--- config.mk ---
export PLATFORM = sky130hd
export DESIGN_NAME = adc_scan_ctrl
export DESIGN_NICKNAME = d
export VERILOG_FILES = /design/src/rtl/adc_scan_pkg.sv /design/src/rtl/adc_tick_div.sv /design/src/rtl/adc_ch_pick.sv /design/src/rtl/adc_sample_fifo.sv /design/src/rtl/adc_scan_ctrl.sv
export SDC_FILE = /design/constraint.sdc
export NUM_CORES = 1
export LEC_CHECK = 0
export CAP_MARGIN = 20
export CORE_MARGIN = 2
export CORE_UTILIZATION = 40
export CTS_CLUSTER_SIZE = 10
export DETAILED_ROUTE_END_ITERATION = 8
export PLACE_DENSITY = 0.53
export SKIP_LAST_GASP = 1
export SLEW_MARGIN = 20
export SYNTH_ARGS = -nofsm -noshare
export SYNTH_HDL_FRONTEND = slang
export SYNTH_SLANG_ARGS = --single-unit
--- constraint.sdc ---
create_clock -name clk -period 9.6 [get_ports clk]
set_input_delay 1.44 -clock clk [delete_from_list [all_inputs] [get_ports clk]]
set_output_delay 1.44 -clock clk [all_outputs]
set_load 0.01 [all_outputs]
--- src/rtl/adc_scan_pkg.sv ---
package adc_scan_pkg;
   localparam int ADDR_W = 5;
   localparam logic [ADDR_W-1:0] A_CTRL = 5'd0;
   localparam logic [ADDR_W-1:0] A_DIV  = 5'd1;
   localparam logic [ADDR_W-1:0] A_THR  = 5'd2;
   localparam logic [ADDR_W-1:0] A_IE   = 5'd3;
   localparam logic [ADDR_W-1:0] A_FLAG = 5'd4;
   localparam logic [ADDR_W-1:0] A_FCFG = 5'd5;
   localparam logic [ADDR_W-1:0] A_FIFO = 5'd6;
   localparam int A_DATA0 = 8;
   localparam int B_CONT  = 16;
   localparam int B_BURST = 17;
   localparam int B_FEN   = 18;
   localparam int B_GO    = 19;
   localparam int HI_LSB  = 16;
   localparam int CNT_LSB = 16;
endpackage

--- src/rtl/adc_tick_div.sv ---
module adc_tick_div #(
   parameter int DIV_W = 16
) (
   input  logic             clk,
   input  logic             rst_n,
   input  logic [DIV_W-1:0] div,
   output logic             tick
);
   logic [DIV_W-1:0] cnt_q;

   assign tick = (cnt_q >= div);

   always_ff @(posedge clk or negedge rst_n) begin
      if (!rst_n) cnt_q <= '0;
      else        cnt_q <= tick ? '0 : cnt_q + 1'b1;
   end
endmodule

--- src/rtl/adc_ch_pick.sv ---
module adc_ch_pick #(
   parameter int N_CH = 10,
   parameter int CH_W = $clog2(N_CH)
) (
   input  logic [N_CH-1:0] en,
   input  logic [CH_W-1:0] ptr,
   output logic [CH_W-1:0] sel,
   output logic            last
);
   logic found;

   always_comb begin
      sel   = '0;
      found = 1'b0;
      for (int k = 0; k < N_CH; k++) begin
         int idx;
         idx = int'(ptr) + k;
         if (idx >= N_CH) idx = idx - N_CH;
         if (!found && en[idx]) begin
            found = 1'b1;
            sel   = CH_W'(idx);
         end
      end
      last = 1'b1;
      for (int i = 0; i < N_CH; i++)
         if (en[i] && (i > int'(sel))) last = 1'b0;
   end
endmodule

--- src/rtl/adc_sample_fifo.sv ---
module adc_sample_fifo #(
   parameter int DEPTH = 32,
   parameter int W     = 12,
   parameter int CNT_W = $clog2(DEPTH + 1)
) (
   input  logic             clk,
   input  logic             rst_n,
   input  logic             push,
   input  logic [W-1:0]     din,
   input  logic             pop,
   output logic [W-1:0]     dout,
   output logic [CNT_W-1:0] count,
   output logic             full,
   output logic             empty
);
   localparam int PTR_W = $clog2(DEPTH);

   if ((1 << PTR_W) != DEPTH) begin : g_bad_depth
      $error("adc_sample_fifo: DEPTH must be a power of two");
   end

   logic [W-1:0]     mem [DEPTH];
   logic [PTR_W-1:0] wp_q, rp_q;

   assign full  = (count == CNT_W'(DEPTH));
   assign empty = (count == '0);
   assign dout  = mem[rp_q];

   always_ff @(posedge clk) begin
      if (push) mem[wp_q] <= din;
   end

   always_ff @(posedge clk or negedge rst_n) begin
      if (!rst_n) begin
         wp_q  <= '0;
         rp_q  <= '0;
         count <= '0;
      end else begin
         if (push) wp_q <= wp_q + 1'b1;
         if (pop)  rp_q <= rp_q + 1'b1;
         case ({push, pop})
            2'b10:   count <= count + 1'b1;
            2'b01:   count <= count - 1'b1;
            default: count <= count;
         endcase
      end
   end
endmodule

--- src/rtl/adc_scan_ctrl.sv ---
module adc_scan_ctrl
   import adc_scan_pkg::*;
#(
   parameter int N_CH       = 10,
   parameter int RES_W      = 12,
   parameter int FIFO_DEPTH = 32,
   parameter int DIV_W      = 16,
   parameter int DIV_RST    = 3,
   localparam int CH_W      = $clog2(N_CH)
) (
   input  logic              clk,
   input  logic              rst_n,
   input  logic              bus_wr,
   input  logic              bus_rd,
   input  logic [ADDR_W-1:0] bus_addr,
   input  logic [31:0]       bus_wdata,
   output logic [31:0]       bus_rdata,
   output logic              adc_start,
   output logic [CH_W-1:0]   adc_ch,
   input  logic              adc_done,
   input  logic [RES_W-1:0]  adc_result,
   output logic              irq
);
   localparam int FC_W  = $clog2(FIFO_DEPTH + 1);
   localparam int FLG_W = 3 * N_CH + 2;
   localparam int I_FTH = 3 * N_CH;
   localparam int I_OVR = 3 * N_CH + 1;

   if (FLG_W > 32) begin : g_bad_nch
      $error("adc_scan_ctrl: flag map needs 3*N_CH+2 <= 32");
   end
   if (RES_W > HI_LSB || DIV_W > 32) begin : g_bad_width
      $error("adc_scan_ctrl: RES_W must fit 16 bits, DIV_W 32 bits");
   end
   if (A_DATA0 + N_CH > (1 << ADDR_W)) begin : g_bad_map
      $error("adc_scan_ctrl: data registers exceed the address space");
   end

   // control state
   logic [N_CH-1:0]  chan_en_q;
   logic             cont_q, burst_q, fen_q;
   logic [DIV_W-1:0] div_q;
   logic [RES_W-1:0] lo_q, hi_q;
   logic [FLG_W-1:0] ie_q, flags_q, set_v, clr_v;
   logic [FC_W-1:0]  fthr_q;
   logic             busy_q, arm_q;
   logic [CH_W-1:0]  cur_q, ptr_q, sel;
   logic             last, tick, issue, cap;
   logic             f_push, f_pop, f_full, f_empty, f_ovr;
   logic [RES_W-1:0] f_dout;
   logic [FC_W-1:0]  f_count;
   logic [31:0]      rd_mux;
   logic [RES_W-1:0] data_arr [N_CH];
   logic             wr_ctrl;

   adc_tick_div #(.DIV_W(DIV_W)) u_div (
      .clk(clk), .rst_n(rst_n), .div(div_q), .tick(tick));

   adc_ch_pick #(.N_CH(N_CH), .CH_W(CH_W)) u_pick (
      .en(chan_en_q), .ptr(ptr_q), .sel(sel), .last(last));

   adc_sample_fifo #(.DEPTH(FIFO_DEPTH), .W(RES_W), .CNT_W(FC_W)) u_fifo (
      .clk(clk), .rst_n(rst_n), .push(f_push), .din(adc_result),
      .pop(f_pop), .dout(f_dout), .count(f_count), .full(f_full),
      .empty(f_empty));

   assign issue   = tick & (cont_q | arm_q) & ~busy_q & (|chan_en_q);
   assign cap     = adc_done & busy_q;
   assign f_push  = cap & burst_q & fen_q & ~f_full;
   assign f_ovr   = cap & burst_q & fen_q & f_full;
   assign f_pop   = bus_rd & (bus_addr == A_FIFO) & ~f_empty;
   assign wr_ctrl = bus_wr & (bus_addr == A_CTRL);
   assign clr_v   = (bus_wr && bus_addr == A_FLAG) ? bus_wdata[FLG_W-1:0] : '0;
   assign irq     = |(flags_q & ie_q);

   // per-input result registers
   for (genvar i = 0; i < N_CH; i++) begin : g_ch
      logic [RES_W-1:0] data_q;
      always_ff @(posedge clk or negedge rst_n) begin
         if (!rst_n)
            data_q <= '0;
         else if (cap && !burst_q && cur_q == CH_W'(i))
            data_q <= adc_result;
      end
      assign data_arr[i] = data_q;
   end

   // flag events
   always_comb begin
      set_v = '0;
      if (cap && !burst_q) begin
         set_v[int'(cur_q)]          = 1'b1;
         set_v[N_CH + int'(cur_q)]   = (adc_result > hi_q);
         set_v[2*N_CH + int'(cur_q)] = (adc_result < lo_q);
      end
      set_v[I_FTH] = f_push && ((FC_W + 1)'(f_count) + 1'b1 >= {1'b0, fthr_q});
      set_v[I_OVR] = f_ovr;
      set_v = set_v & ie_q;
   end

   // register read mux
   always_comb begin
      int di;
      rd_mux = '0;
      di     = int'(bus_addr) - A_DATA0;
      case (bus_addr)
         A_CTRL: begin
            rd_mux[N_CH-1:0] = chan_en_q;
            rd_mux[B_CONT]   = cont_q;
            rd_mux[B_BURST]  = burst_q;
            rd_mux[B_FEN]    = fen_q;
         end
         A_DIV:  rd_mux[DIV_W-1:0] = div_q;
         A_THR: begin
            rd_mux[RES_W-1:0]         = lo_q;
            rd_mux[HI_LSB +: RES_W]   = hi_q;
         end
         A_IE:   rd_mux[FLG_W-1:0] = ie_q;
         A_FLAG: rd_mux[FLG_W-1:0] = flags_q;
         A_FCFG: begin
            rd_mux[FC_W-1:0]        = fthr_q;
            rd_mux[CNT_LSB +: FC_W] = f_count;
         end
         A_FIFO: rd_mux[RES_W-1:0] = f_empty ? '0 : f_dout;
         default:
            if (di >= 0 && di < N_CH) rd_mux[RES_W-1:0] = data_arr[di];
      endcase
   end

   always_ff @(posedge clk or negedge rst_n) begin
      if (!rst_n) begin
         chan_en_q <= '0;
         cont_q    <= 1'b0;
         burst_q   <= 1'b0;
         fen_q     <= 1'b0;
         div_q     <= DIV_W'(DIV_RST);
         lo_q      <= '0;
         hi_q      <= '1;
         ie_q      <= '0;
         flags_q   <= '0;
         fthr_q    <= FC_W'(1);
         busy_q    <= 1'b0;
         arm_q     <= 1'b0;
         cur_q     <= '0;
         ptr_q     <= '0;
         adc_start <= 1'b0;
         adc_ch    <= '0;
         bus_rdata <= '0;
      end else begin
         adc_start <= issue;
         if (issue) begin
            adc_ch <= sel;
            cur_q  <= sel;
            busy_q <= 1'b1;
            ptr_q  <= last ? '0 : sel + 1'b1;
            if (last && !cont_q) arm_q <= 1'b0;
         end else if (cap) begin
            busy_q <= 1'b0;
         end
         flags_q   <= (flags_q & ~clr_v) | set_v;
         bus_rdata <= bus_rd ? rd_mux : '0;
         if (wr_ctrl) begin
            chan_en_q <= bus_wdata[N_CH-1:0];
            cont_q    <= bus_wdata[B_CONT];
            burst_q   <= bus_wdata[B_BURST];
            fen_q     <= bus_wdata[B_FEN];
            if (bus_wdata[B_GO]) begin
               arm_q <= 1'b1;
               ptr_q <= '0;
            end
         end
         if (bus_wr) begin
            case (bus_addr)
               A_DIV:  div_q  <= bus_wdata[DIV_W-1:0];
               A_THR: begin
                  lo_q <= bus_wdata[RES_W-1:0];
                  hi_q <= bus_wdata[HI_LSB +: RES_W];
               end
               A_IE:   ie_q   <= bus_wdata[FLG_W-1:0];
               A_FCFG: fthr_q <= bus_wdata[FC_W-1:0];
               default: ;
            endcase
         end
      end
   end
endmodule

==> qor.csv, run 1 <==
metric,value,unit
outcome,finished clean,
largest net degree at the start of global routing,155,
DR vias/cell,5.84,
data required time of the critical path,10.08,ns
worst reg2reg path depth,23,
Final ANT Viol Nets,0,
xor and xnor area share after synthesis,0.0125,
die extent in x,296,microns
DR DRC count,0,
Final Hold Vio Count,0,
Startpoint Class,register,
die area,0.0873,sq mm
r2r setup slk,3.05,ns
syn_nets,2599,
highest routed layer,met4,
top-count cell post-synth,edfxtp_1,
Yosys warning total,0,
post_cts resized,0,
clk buf depth,3,
Finish-stage setup viols,0,
CTS Buf Count,83,
Switching Share,0.369,
# hold bufs at CTS,0,
CP max stage cell,clkinv_1,
final clock skew,0.0562,ns
Unique masters post-synth,107,
Max VDD drop,0.000203,V
Final Util,0.462,
I/O pin cnt,92,
I/O Buffers,91,
final cell count without fillers,3758,
Synth Area in Simple Gates,0.0778,
Mapped Area,0.0340,sq mm
WHS Endpoint,g_ch[9].data_q[1]$_DFFE_PN0P_,
Initial Util,0.405,
drt wl/cell,26.6,microns
WL met1,46400,microns
Sequential Power Share,0.354,
final instance area,0.0388,sq mm
Max-slew headroom,0.295,
min-delay src,g_ch[9].data_q[1]$_DFFE_PN0P_,
Fmax,153,MHz
Hold Path Class,reg -> reg,
Tot GR Track Use,0.231,
WL final,99900,microns
clock sink count,702,
largest family of logic cells by synthesized area,multiplexers,
Internal,6.58,mW
Mean Syn Cell Area,13.9,sq um
Adder-Cell Fraction of Synth Area,0.0347,
CP endpoint kind,register,
TritonCTS clock tree,yes,
Seq cells post-synth,702,
peak fanout along the critical path,40,
multiplexer area fraction after synthesis,0.180,
initial antenna violation count,4,
Min Hold Slack,0.472,ns
global-route wire length before repair,149000,microns
PD cells,269,mW/mm^2
drt first-iter violations,1839,
GRT overflow,0,
sequential share of the synthesized area,0.574,
routed length on met3,5450,microns
Compound-Gate Fraction of Synth Area,0.0935,
# placed instances,3613,
worst skew pair latency,0.64,ns
RSZ-0062 raised after global routing,false,
Yosys top cell by area,edfxtp_1,
Met2 Wirelength,46100,microns
Placeable Area,0.0840,sq mm
cell count after synthesis,2452,
WHS Path Cells,2,
vias,21947,
CP Cell Sequence,buf_4 -> clkinv_1 -> ha_1 -> buf_4 -> clkinv_1 -> ha_1 -> a31oi_1 -> a221o_1 -> a211oi_2 -> a311o_1 -> nor3_2 -> and4_4 -> nand2_1 -> o22ai_1 -> o21a_2 -> inv_1 -> ha_1 -> o21ai_0 -> nor2_1 -> o21ai_1 -> o21ai_0 -> o22a_1 -> o32ai_1,
row count,106,
sw power,3.84,mW
Post-synth EDFFs,384,
Final Cycle Share,0.682,
combinational power share,0.365,
max_cap viols,0,
CTS H-tree lvls,3,
GPL Wtd Cong,0.878,
Synth area leaders,"edfxtp_1 (34%), dfrtp_1 (22%), mux4_2 (9.5%), mux2_2 (7.0%), ha_1 (3.3%)",
layout cells sized above 1,0.242,
Worst Tran Pin Value,1.03,ns
clock-pin slew on the worst setup and hold paths,0.05,ns
placed inst area,0.0363,sq mm
Max Slew Vio Count,0,
Critical Path Most Common Cell,ha_1,
commonest register cell after synthesis,edfxtp_1,
Detailed Place HPWL,67200,microns
Leak,14.7,nW
vias in the first global route,22234,
r2r endpoint,ptr_q[0]$_DFF_PN0_,
async set-reset flop share out of synthesis,0.453,
Clock Tree Root,clkbuf_16,
crit path kind,reg -> reg,
Area Growth Syn to Fin,14.1,%
TritonRoute pass-1 iters,5,
Setup Buffers After CTS,0,
part of the power in the clock network,0.281,
crit path DAT,7.03,ns
Critical Path Max Stage Delay,0.58,ns
TNS Setup,0,ns
post-synth top area share,0.339,
die height,296,microns
Final Critical Period,6.55,ns
R2R Path Start,ptr_q[1]$_DFF_PN0_,
most frequent cells after synthesis,"edfxtp_1 (384), dfrtp_1 (303), mux2_2 (210)",
fin nets,2711,
[through the flow]
step	total power [mW]	worst slack (ns)
CTS	10.4	3.08
floorplan	6.37	4.65
detailed placement	7.48	3.13
finish	10.4	3.05
global route	11.0	2.47
global placement	7.48	3.17
[flip-flops by register name, summed over array words and instances (netlist names), 5 cells and up]
| name | flops |
|---|---|
| u_fifo.rp_q | 5 |
| u_fifo.count | 6 |
| g_ch.data_q | 120 |
| fthr_q | 6 |
| chan_en_q | 10 |
| ie_q | 32 |
| flags_q | 32 |
| hi_q | 12 |
| div_q | 16 |
| u_fifo.mem | 384 |
| bus_rdata | 32 |
| lo_q | 12 |
| u_fifo.wp_q | 5 |
| u_div.cnt_q | 16 |
[per-layer routing]
layer	vias up	track usage
met5	-	0
li1	9640	-
met1	11484	0.343
met3	120	0.0309
met4	0	0.0530
met2	703	0.361
[critical path: cells and delay by family, from the launching register on]
kind | cells | cell delay (ns)
flip-flops | 1 | 0.32
AO/OA/AOI/OAI | 11 | 2.36
adder cells (fa/ha/maj) | 3 | 1.16
AND/OR/NAND/NOR | 4 | 0.89
buffers and inverters | 5 | 1.68
[area by class of cell]
cell class	count	area, sq um
clock buffers	135	2300
well taps	1134	1420
multi-input cells	1527	13600
repair buffers	165	1410
inverters	85	319
clock inverters	9	183
diodes	1	2.50
flip-flops and latches	702	19500
fillers	7455	45200
[worst max path at each step]
stage,from,endpoint,cells after the start
2_1_floorplan,ptr_q[1]$_DFF_PN0_,ptr_q[2]$_DFF_PN0_,21
3_3_place_gp,ptr_q[1]$_DFF_PN0_,ptr_q[0]$_DFF_PN0_,23
3_5_place_dp,ptr_q[1]$_DFF_PN0_,ptr_q[2]$_DFF_PN0_,23
4_1_cts,ptr_q[1]$_DFF_PN0_,ptr_q[2]$_DFF_PN0_,23
5_1_grt,ptr_q[1]$_DFF_PN0_,ptr_q[1]$_DFF_PN0_,23
6_report,ptr_q[1]$_DFF_PN0_,ptr_q[0]$_DFF_PN0_,23
[logic make-up after synthesis]
group,count (synthesis)
flops,702
simple gates,561
compound gates,426
mux,401
buf+inv,223
fa+ha+maj,93
xor+xnor,46
[power by group through the flow]
stage	clock network, mW	logic [mW]	registers, mW
5_1_grt	3.11	4.15	3.72
3_5_place_dp	0	3.74	3.74
3_3_place_gp	0	3.75	3.73
2_1_floorplan	0	2.73	3.65
4_1_cts	2.99	3.76	3.69
6_report	2.92	3.80	3.69
[cells in the final DEF (no fill, tap or decap), types with 11 or more instances in the layout]
master and count:
o211ai_1 11, inv_1 80, mux2i_1 37, nand4_1 14
mux2_2 210, o2111ai_1 14, a22o_1 14, mux4_2 144
a222oi_1 16, nand2b_1 16, o21ai_0 55, a22oi_1 55
nor3_1 23, dfrtp_1 299, xnor2_1 24, a31oi_1 16
nor2_1 156, a21oi_1 52, nand3_1 47, dfstp_2 15
buf_4 73, buf_2 14, clkbuf_16 83, a21o_1 41
ha_1 91, edfxtp_1 384, clkdlybuf4s50_1 76, o22ai_1 19
o21ai_1 13, a32o_1 12, xor2_1 19, nor2b_1 16
nand2_1 199, clkbuf_1 49
Power figures use the tool's default switching activity.
==> run 2, diff against run 1 <==
--- a/config.mk
+++ b/config.mk
@@ -10,7 +10,7 @@
 export CORE_UTILIZATION = 40
 export CTS_CLUSTER_SIZE = 10
 export DETAILED_ROUTE_END_ITERATION = 8
-export PLACE_DENSITY = 0.53
+export PLACE_DENSITY = 0.55
 export SKIP_LAST_GASP = 1
 export SLEW_MARGIN = 20
 export SYNTH_ARGS = -nofsm -noshare
==> constraint.sdc (replaced) <==
create_clock -name clk -period 5.4 [get_ports clk]
set_input_delay 0.81 -clock clk [delete_from_list [all_inputs] [get_ports clk]]
set_output_delay 0.81 -clock clk [all_outputs]
set_load 0.01 [all_outputs]
==> run 2 against run 1 <==
Compared with the run above: non-clock buffer count rose by 39; cell count is 0.72% higher; combinational power is 94% higher; power increased by 83%; via count grew 0.72%; setup slack worse by 2.8 ns; routed wire length rose by 0.24%; global-route usage grew 0.065 points; clock skew shrank 0.0042 ns; sequential share of layout area down 0.45 points; largest power group unchanged; highest routed layer is now met5.
==> qor.csv, run 2 (synthesis gave the netlist of run 1 again) <==
metric,value,unit,change
TNS Setup,0,ns,unchanged
final cell count without fillers,3785,,was 3758
"CP delay by family, top",compound AO/OA/AOI/OAI gates,,unchanged
met3 Resource Use GR,0.0334,,was 0.0309
stages on the worst setup path,21,,was 23
global-route wire length before repair,149000,microns,about the same
PD cells,488,mW/mm^2,was 269 mW/mm^2
R2R Path Start,ptr_q[2]$_DFF_PN0_,,was ptr_q[1]$_DFF_PN0_
RSZ-0062 raised after global routing,false,,unchanged
I/O Buffers,91,,unchanged
clk buf depth,3,,unchanged
Initial Util,0.405,,unchanged
drt first-iter violations,1986,,was 1839
crit path kind,reg -> reg,,unchanged
Max VDD drop,0.000381,V,was 0.000203 V
layout cells sized above 1,0.257,,was 0.242
placed inst area,0.0366,sq mm,was 0.0363 sq mm
met2 GRT Util,0.364,,was 0.361
Min Hold Slack,0.170,ns,was 0.472 ns
r2r endpoint,ptr_q[0]$_DFF_PN0_,,unchanged
"most common cell after layout, fill and taps aside",edfxtp_1,,unchanged
# placed instances,3651,,was 3613
r2r setup slk,0.30,ns,was 3.05 ns
power consumption,19.1,mW,was 10.4 mW
clock sink count,702,,unchanged
most frequent cells in the layout,"edfxtp_1 (384), dfrtp_1 (300), mux2_2 (210), nand2_1 (199), nor2_1 (149)",,"was edfxtp_1 (384), dfrtp_1 (299), mux2_2 (210), nand2_1 (199), nor2_1 (156)"
Placeable Area,0.0840,sq mm,unchanged
final clock skew,0.0521,ns,was 0.0562 ns
Final Critical Period,5.10,ns,was 6.55 ns
max reg flops,384,,unchanged
Final Cycle Share,0.945,,was 0.682
Area Growth Syn to Fin,15.1,%,was 14.1%
crit path to,ptr_q[0]$_DFF_PN0_,,unchanged
vias in the first global route,22440,,was 22234
Final Hold Vio Count,0,,unchanged
DR DRC count,0,,unchanged
Leak,14.9,nW,was 14.7 nW
initial antenna violation count,2,,was 4
GPL Wtd Cong,0.903,,was 0.878
die area,0.0873,sq mm,unchanged
Tot GR Track Use,0.231,,about the same
Critical Path Max Stage Delay,0.50,ns,was 0.58 ns
fillers,7326,,was 7455
worst path bufs/invs,2,,was 5
outcome,finished clean,,unchanged
row count,106,,unchanged
I/O pin cnt,92,,unchanged
DR vias/cell,5.84,,about the same
fin nets,2750,,was 2711
Worst Tran Pin Value,0.959,ns,was 1.03 ns
data required time of the critical path,5.91,ns,was 10.08 ns
die extent in x,296,microns,unchanged
biggest regs,"u_fifo.mem (384), g_ch.data_q (120)",,unchanged
drt wl/cell,26.5,microns,was 26.6 microns
Startpoint Class,register,,unchanged
final instance area,0.0391,sq mm,was 0.0388 sq mm
# hold bufs at CTS,0,,unchanged
TritonCTS clock tree,yes,,unchanged
TritonRoute pass-1 iters,6,,was 5
CP Cell Sequence,inv_1 -> ha_1 -> ha_2 -> nor2_1 -> a21o_1 -> a31oi_2 -> mux2i_1 -> a211o_1 -> nor4_4 -> and4_4 -> nand2_1 -> o22ai_1 -> o21a_2 -> inv_1 -> ha_1 -> o21ai_0 -> nor2_1 -> o21ai_1 -> o21ai_0 -> o22a_1 -> o32ai_1,,was buf_4 -> clkinv_1 -> ha_1 -> buf_4 -> clkinv_1 -> ha_1 -> a31oi_1 -> a221o_1 -> a211oi_2 -> a311o_1 -> nor3_2 -> and4_4 -> nand2_1 -> o22ai_1 -> o21a_2 -> inv_1 -> ha_1 -> o21ai_0 -> nor2_1 -> o21ai_1 -> o21ai_0 -> o22a_1 -> o32ai_1
clock-pin slew on the worst setup and hold paths,0.06,ns,was 0.05 ns
largest net degree at the start of global routing,141,,was 155
CP endpoint kind,register,,unchanged
WL final,100000,microns,was 99900 microns
peak fanout along the critical path,11,,was 40
Max-slew headroom,0.361,,was 0.295
vias,22105,,was 21947
Largest Register,u_fifo.mem,,unchanged
worst skew pair latency,0.67,ns,was 0.64 ns
GRT overflow,0,,unchanged
CTS Buf Count,83,,unchanged
CTS H-tree lvls,3,,unchanged
crit path DAT,5.61,ns,was 7.03 ns
Finish-stage setup viols,0,,unchanged
Setup crit start,ptr_q[2]$_DFF_PN0_,,was ptr_q[1]$_DFF_PN0_
Max Slew Vio Count,0,,unchanged
Final ANT Viol Nets,0,,unchanged
Hold Path Class,in -> async,,was reg -> reg
Clock Tree Root,clkbuf_16,,unchanged
busiest grt layer,met2,,unchanged
max_cap viols,0,,unchanged
Detailed Place HPWL,69900,microns,was 67200 microns
Fmax,196,MHz,was 153 MHz
die height,296,microns,unchanged
worst reg2reg path depth,21,,was 23
CP max stage cell,dfrtp_1,,was clkinv_1
GRT met1 Usage,0.334,,was 0.343
[run 2: changes by cell type in the layout (fill, tap and decap cells not counted), sizes merged]
cell,before,now
inv,86,84
clkbuf,135,119
buf,89,127
clkdlybuf4s50,76,77
clkinv,7,12
clkinvlp,0,1
[run 2: what timing repair did]
action / in CTS / in global routing
buffers inserted: 0 / 1
gates resized for setup: 0 / 7
endpoints found under the setup margin: 0 / 4
[run 2: stage by stage]
stage / setup WS (ns) / utilization
after floorplan: 0.446 / -
after global routing: 0.0512 / 0.466
after detailed placement: 0.226 / 0.436
after CTS: 0.166 / 0.466
after global placement: -0.00604 / 0.436
final: 0.298 / 0.466
[run 2: worst min path at each step]
stage,from,endpoint,slack [ns],depth (start not counted)
4_1_cts,rst_n,bus_rdata[12]$_DFF_PN0_,0.20,1
3_3_place_gp,g_ch[9].data_q[4]$_DFFE_PN0P_,g_ch[9].data_q[4]$_DFFE_PN0P_,0.45,2
5_1_grt,rst_n,bus_rdata[23]$_DFF_PN0_,0.22,1
6_report,rst_n,bus_rdata[23]$_DFF_PN0_,0.17,1
3_5_place_dp,g_ch[9].data_q[1]$_DFFE_PN0P_,g_ch[9].data_q[1]$_DFFE_PN0P_,0.46,2
2_1_floorplan,g_ch[9].data_q[11]$_DFFE_PN0P_,g_ch[9].data_q[11]$_DFFE_PN0P_,0.44,2
[run 2: cell type report]
class	instances	area, sq um	area share
sequential	702	19500	0.499
multi-input combinational	1527	13600	0.349
clock buffer	119	2240	0.0573
timing repair buffer	204	1750	0.0447
tap	1134	1420	0.0363
inverter	85	319	0.00815
clock inverter	13	236	0.00604
antenna	1	2.50	0.0000640
[run 2: worst register-to-register path, stage by stage (launching register included)]
cell and delay [ns]:
dfrtp_1 0.50, inv_1 0.14, ha_1 0.26, ha_2 0.48
nor2_1 0.09, a21o_1 0.19, a31oi_2 0.28, mux2i_1 0.14
a211o_1 0.36, nor4_4 0.39, and4_4 0.30, nand2_1 0.08
o22ai_1 0.19, o21a_2 0.23, inv_1 0.06, ha_1 0.20
o21ai_0 0.20, nor2_1 0.06, o21ai_1 0.08, o21ai_0 0.12
o22a_1 0.30, o32ai_1 0.34
[run 2: per-layer routing]
layer	part of all wire	routed length, microns
met1	0.46	45800
met2	0.46	46400
met3	0.050	5040
met4	0.029	2900
met5	0.00013	13
[run 2: power by group]
part	leakage, nW	switching (mW)	total, mW	internal (mW)
sequential	7.67	0.468	6.59	6.12
clock	1.18	2.23	5.17	2.94
combinational	6.08	4.43	7.36	2.92
total	14.9	7.13	19.1	12.0
==> run 3, diff against run 2 <==
--- a/config.mk
+++ b/config.mk
@@ -10,9 +10,9 @@
 export CORE_UTILIZATION = 40
 export CTS_CLUSTER_SIZE = 10
 export DETAILED_ROUTE_END_ITERATION = 8
-export PLACE_DENSITY = 0.55
 export SKIP_LAST_GASP = 1
 export SLEW_MARGIN = 20
 export SYNTH_ARGS = -nofsm -noshare
 export SYNTH_HDL_FRONTEND = slang
 export SYNTH_SLANG_ARGS = --single-unit
+export TNS_END_PERCENT = 5
==> constraint.sdc (replaced) <==
create_clock -name clk -period 4.38 [get_ports clk]
set_input_delay 0.657 -clock clk [delete_from_list [all_inputs] [get_ports clk]]
set_output_delay 0.657 -clock clk [all_outputs]
set_load 0.01 [all_outputs]
==> run 3 against run 2 <==
Compared with the run above: critical path depth rose by 3; highest routed layer unchanged; cell count rose by 5.4%; clock power rose by 21%; core utilization rose by 2.6 points; global-route usage rose by 0.14 points; sequential share of layout area fell by 2.7 points.
==> qor.csv, run 3 (synthesis gave the netlist of run 1 again) <==
metric,value,unit,change
CP endpoint kind,register,,unchanged
Hold Path Class,in -> async,,unchanged
worst skew pair latency,0.65,ns,was 0.67 ns
Fmax,229,MHz,was 196 MHz
final instance area,0.0413,sq mm,was 0.0391 sq mm
vias in the first global route,23402,,was 22440
GRT overflow,0,,unchanged
Switching Share,0.361,,was 0.373
WL final,101000,microns,was 100000 microns
clock-pin slew on the worst setup and hold paths,0.06,ns,about the same
combinational power share,0.470,,was 0.385
DR DRC count,0,,unchanged
part of the power in the clock network,0.230,,was 0.271
r2r endpoint,ptr_q[0]$_DFF_PN0_,,unchanged
DR vias/cell,5.74,,was 5.84
r2r setup slk,0.008,ns,was 0.30 ns
final clock skew,0.0374,ns,was 0.0521 ns
die area,0.0873,sq mm,unchanged
I/O Buffers,91,,unchanged
Startpoint Class,register,,unchanged
TNS Setup,0,ns,unchanged
Final ANT Viol Nets,0,,unchanged
clock sink count,702,,unchanged
Leak,16.0,nW,was 14.9 nW
RSZ-0062 raised after global routing,true,,was false
# hold bufs at CTS,0,,unchanged
CTS Buf Count,82,,was 83
worst reg2reg path depth,24,,was 21
global-route wire length before repair,152000,microns,was 149000 microns
PD cells,655,mW/mm^2,was 488 mW/mm^2
Worst Tran Pin Value,0.887,ns,was 0.959 ns
crit path DAT,4.90,ns,was 5.61 ns
Finish-stage setup viols,0,,unchanged
Clock Tree Root,clkbuf_16,,unchanged
die height,296,microns,unchanged
TritonRoute pass-1 iters,7,,was 6
crit path kind,reg -> reg,,unchanged
initial antenna violation count,6,,was 2
Tot GR Track Use,0.233,,was 0.231
final cell count without fillers,3989,,was 3785
Initial Util,0.405,,unchanged
biggest regs,"u_fifo.mem (384), g_ch.data_q (120)",,unchanged
Internal,17.3,mW,was 12.0 mW
fillers,7228,,was 7326
Final Hold Vio Count,0,,unchanged
CP Cell Sequence,clkinvlp_4 -> buf_6 -> buf_6 -> ha_4 -> a21oi_4 -> buf_12 -> xnor2_4 -> nor3_1 -> a21o_1 -> nor4b_4 -> buf_12 -> nor4_4 -> and4_4 -> nand2_2 -> o22ai_1 -> o21a_2 -> inv_2 -> ha_4 -> o21ai_2 -> nor2_1 -> o21ai_1 -> o21ai_1 -> o22a_2 -> o32ai_2,,was inv_1 -> ha_1 -> ha_2 -> nor2_1 -> a21o_1 -> a31oi_2 -> mux2i_1 -> a211o_1 -> nor4_4 -> and4_4 -> nand2_1 -> o22ai_1 -> o21a_2 -> inv_1 -> ha_1 -> o21ai_0 -> nor2_1 -> o21ai_1 -> o21ai_0 -> o22a_1 -> o32ai_1
Max Slew Vio Count,0,,unchanged
peak fanout along the critical path,5,,was 11
CP max stage cell,dfrtp_2,,was dfrtp_1
drt wl/cell,25.4,microns,was 26.5 microns
fin nets,2949,,was 2750
max_cap viols,0,,unchanged
Sequential Power Share,0.300,,was 0.345
drt first-iter violations,1990,,was 1986
sw power,9.77,mW,was 7.13 mW
TritonCTS clock tree,yes,,unchanged
vias,22896,,was 22105
max reg flops,384,,unchanged
GPL Wtd Cong,0.927,,was 0.903
Placeable Area,0.0840,sq mm,unchanged
largest net degree at the start of global routing,86,,was 141
clk buf depth,3,,unchanged
Largest Register,u_fifo.mem,,unchanged
Max VDD drop,0.000473,V,was 0.000381 V
layout cells sized above 1,0.332,,was 0.257
outcome,finished clean,,unchanged
CTS H-tree lvls,3,,unchanged
row count,106,,unchanged
# placed instances,3829,,was 3651
Max-slew headroom,0.407,,was 0.361
R2R Path Start,ptr_q[2]$_DFF_PN0_,,unchanged
Detailed Place HPWL,70700,microns,was 69900 microns
"most common cell after layout, fill and taps aside",edfxtp_1,,unchanged
Area Growth Syn to Fin,21.6,%,was 15.1%
most frequent cells in the layout,"edfxtp_1 (384), dfrtp_1 (296), buf_4 (288), mux2_2 (210), nand2_1 (196)",,"was edfxtp_1 (384), dfrtp_1 (300), mux2_2 (210), nand2_1 (199), nor2_1 (149)"
Final Cycle Share,0.998,,was 0.945
I/O pin cnt,92,,unchanged
Critical Path Max Stage Delay,0.42,ns,was 0.50 ns
Final Critical Period,4.37,ns,was 5.10 ns
data required time of the critical path,4.91,ns,was 5.91 ns
die extent in x,296,microns,unchanged
placed inst area,0.0381,sq mm,was 0.0366 sq mm
## run 3: cell count changes in the layout (fill, tap and decap cells not counted), moves of 6 or more
cell / delta
buf_4: +179
nor2_2: -15
ha_1: -14
nor2_1: +13
buf_6: +12
ha_4: +12
o21ai_0: -9
buf_12: +8
clkbuf_1: +8
o21ai_2: +6
## run 3: repair_timing
action / in CTS / in global routing
gates cloned: 0 / 1
setup buffers: 5 / 23
resized for setup: 51 / 88
setup endpoints to repair: 5 / 5
pin swaps: 24 / 62
## run 3: stage by stage
step / utilization / hold WS (ns) / worst slack, ns / power [mW]
after floorplan: - / 0.361 / -0.0284 / 14.1
after global placement: 0.453 / 0.452 / -0.275 / 18.9
after detailed placement: 0.453 / 0.460 / -0.273 / 18.9
after CTS: 0.485 / 0.0252 / 0.000242 / 25.7
after global routing: 0.492 / 0.0464 / -0.162 / 28.5
final: 0.492 / 0.00824 / 0.00762 / 27.1
## run 3: cell type report
type | instances | area [sq um] | share of cell area
flip-flops and latches | 702 | 19500 | 0.472
well taps | 1134 | 1420 | 0.0343
clock buffers | 124 | 2220 | 0.0537
inverters | 85 | 333 | 0.00805
clock inverters | 11 | 205 | 0.00496
multi-input cells | 1527 | 14200 | 0.344
repair buffers | 404 | 3410 | 0.0826
diodes | 2 | 5.00 | 0.000121
## run 3: critical path, delay by kind of cell (launching register included)
| family | cells | cell delay (ns) |
|---|---|---|
| AOI/OAI and AO/OA | 9 | 1.61 |
| xor gates and xnor gates | 1 | 0.08 |
| adders and majority gates | 2 | 0.31 |
| buffers and inverters | 6 | 0.78 |
| DFF | 1 | 0.42 |
| and+or+nand+nor | 6 | 1.07 |
## run 3: how the worst max path moves through the flow
stage,from,endpoint,slack (ns),cells past startpoint
after CTS,ptr_q[2]$_DFF_PN0_,ptr_q[0]$_DFF_PN0_,0.0002,21
after global placement,ptr_q[0]$_DFF_PN0_,ptr_q[2]$_DFF_PN0_,-0.28,21
final,ptr_q[2]$_DFF_PN0_,ptr_q[0]$_DFF_PN0_,0.008,24
after floorplan,ptr_q[2]$_DFF_PN0_,ptr_q[2]$_DFF_PN0_,-0.03,22
after detailed placement,ptr_q[0]$_DFF_PN0_,ptr_q[0]$_DFF_PN0_,-0.27,21
after global routing,ptr_q[2]$_DFF_PN0_,ptr_q[0]$_DFF_PN0_,-0.16,23
## run 3: power groups by stage
| stage | Sequential, mW | Clock (mW) | Combinational [mW] |
|---|---|---|---|
| floorplan | 7.99 | 0 | 6.10 |
| global placement | 8.18 | 0 | 10.7 |
| detailed placement | 8.22 | 0 | 10.7 |
| CTS | 8.10 | 6.38 | 11.2 |
| global route | 8.18 | 6.64 | 13.7 |
| finish | 8.12 | 6.24 | 12.7 |
## run 3: routing by layer
metal | vias to the layer above | part of all wire | global-route usage
li1 | 10107 | - | -
met1 | 11877 | 0.45 | 0.329
met2 | 751 | 0.47 | 0.373
met3 | 155 | 0.058 | 0.0402
met4 | 6 | 0.024 | 0.0599
met5 | - | 0.00035 | 0
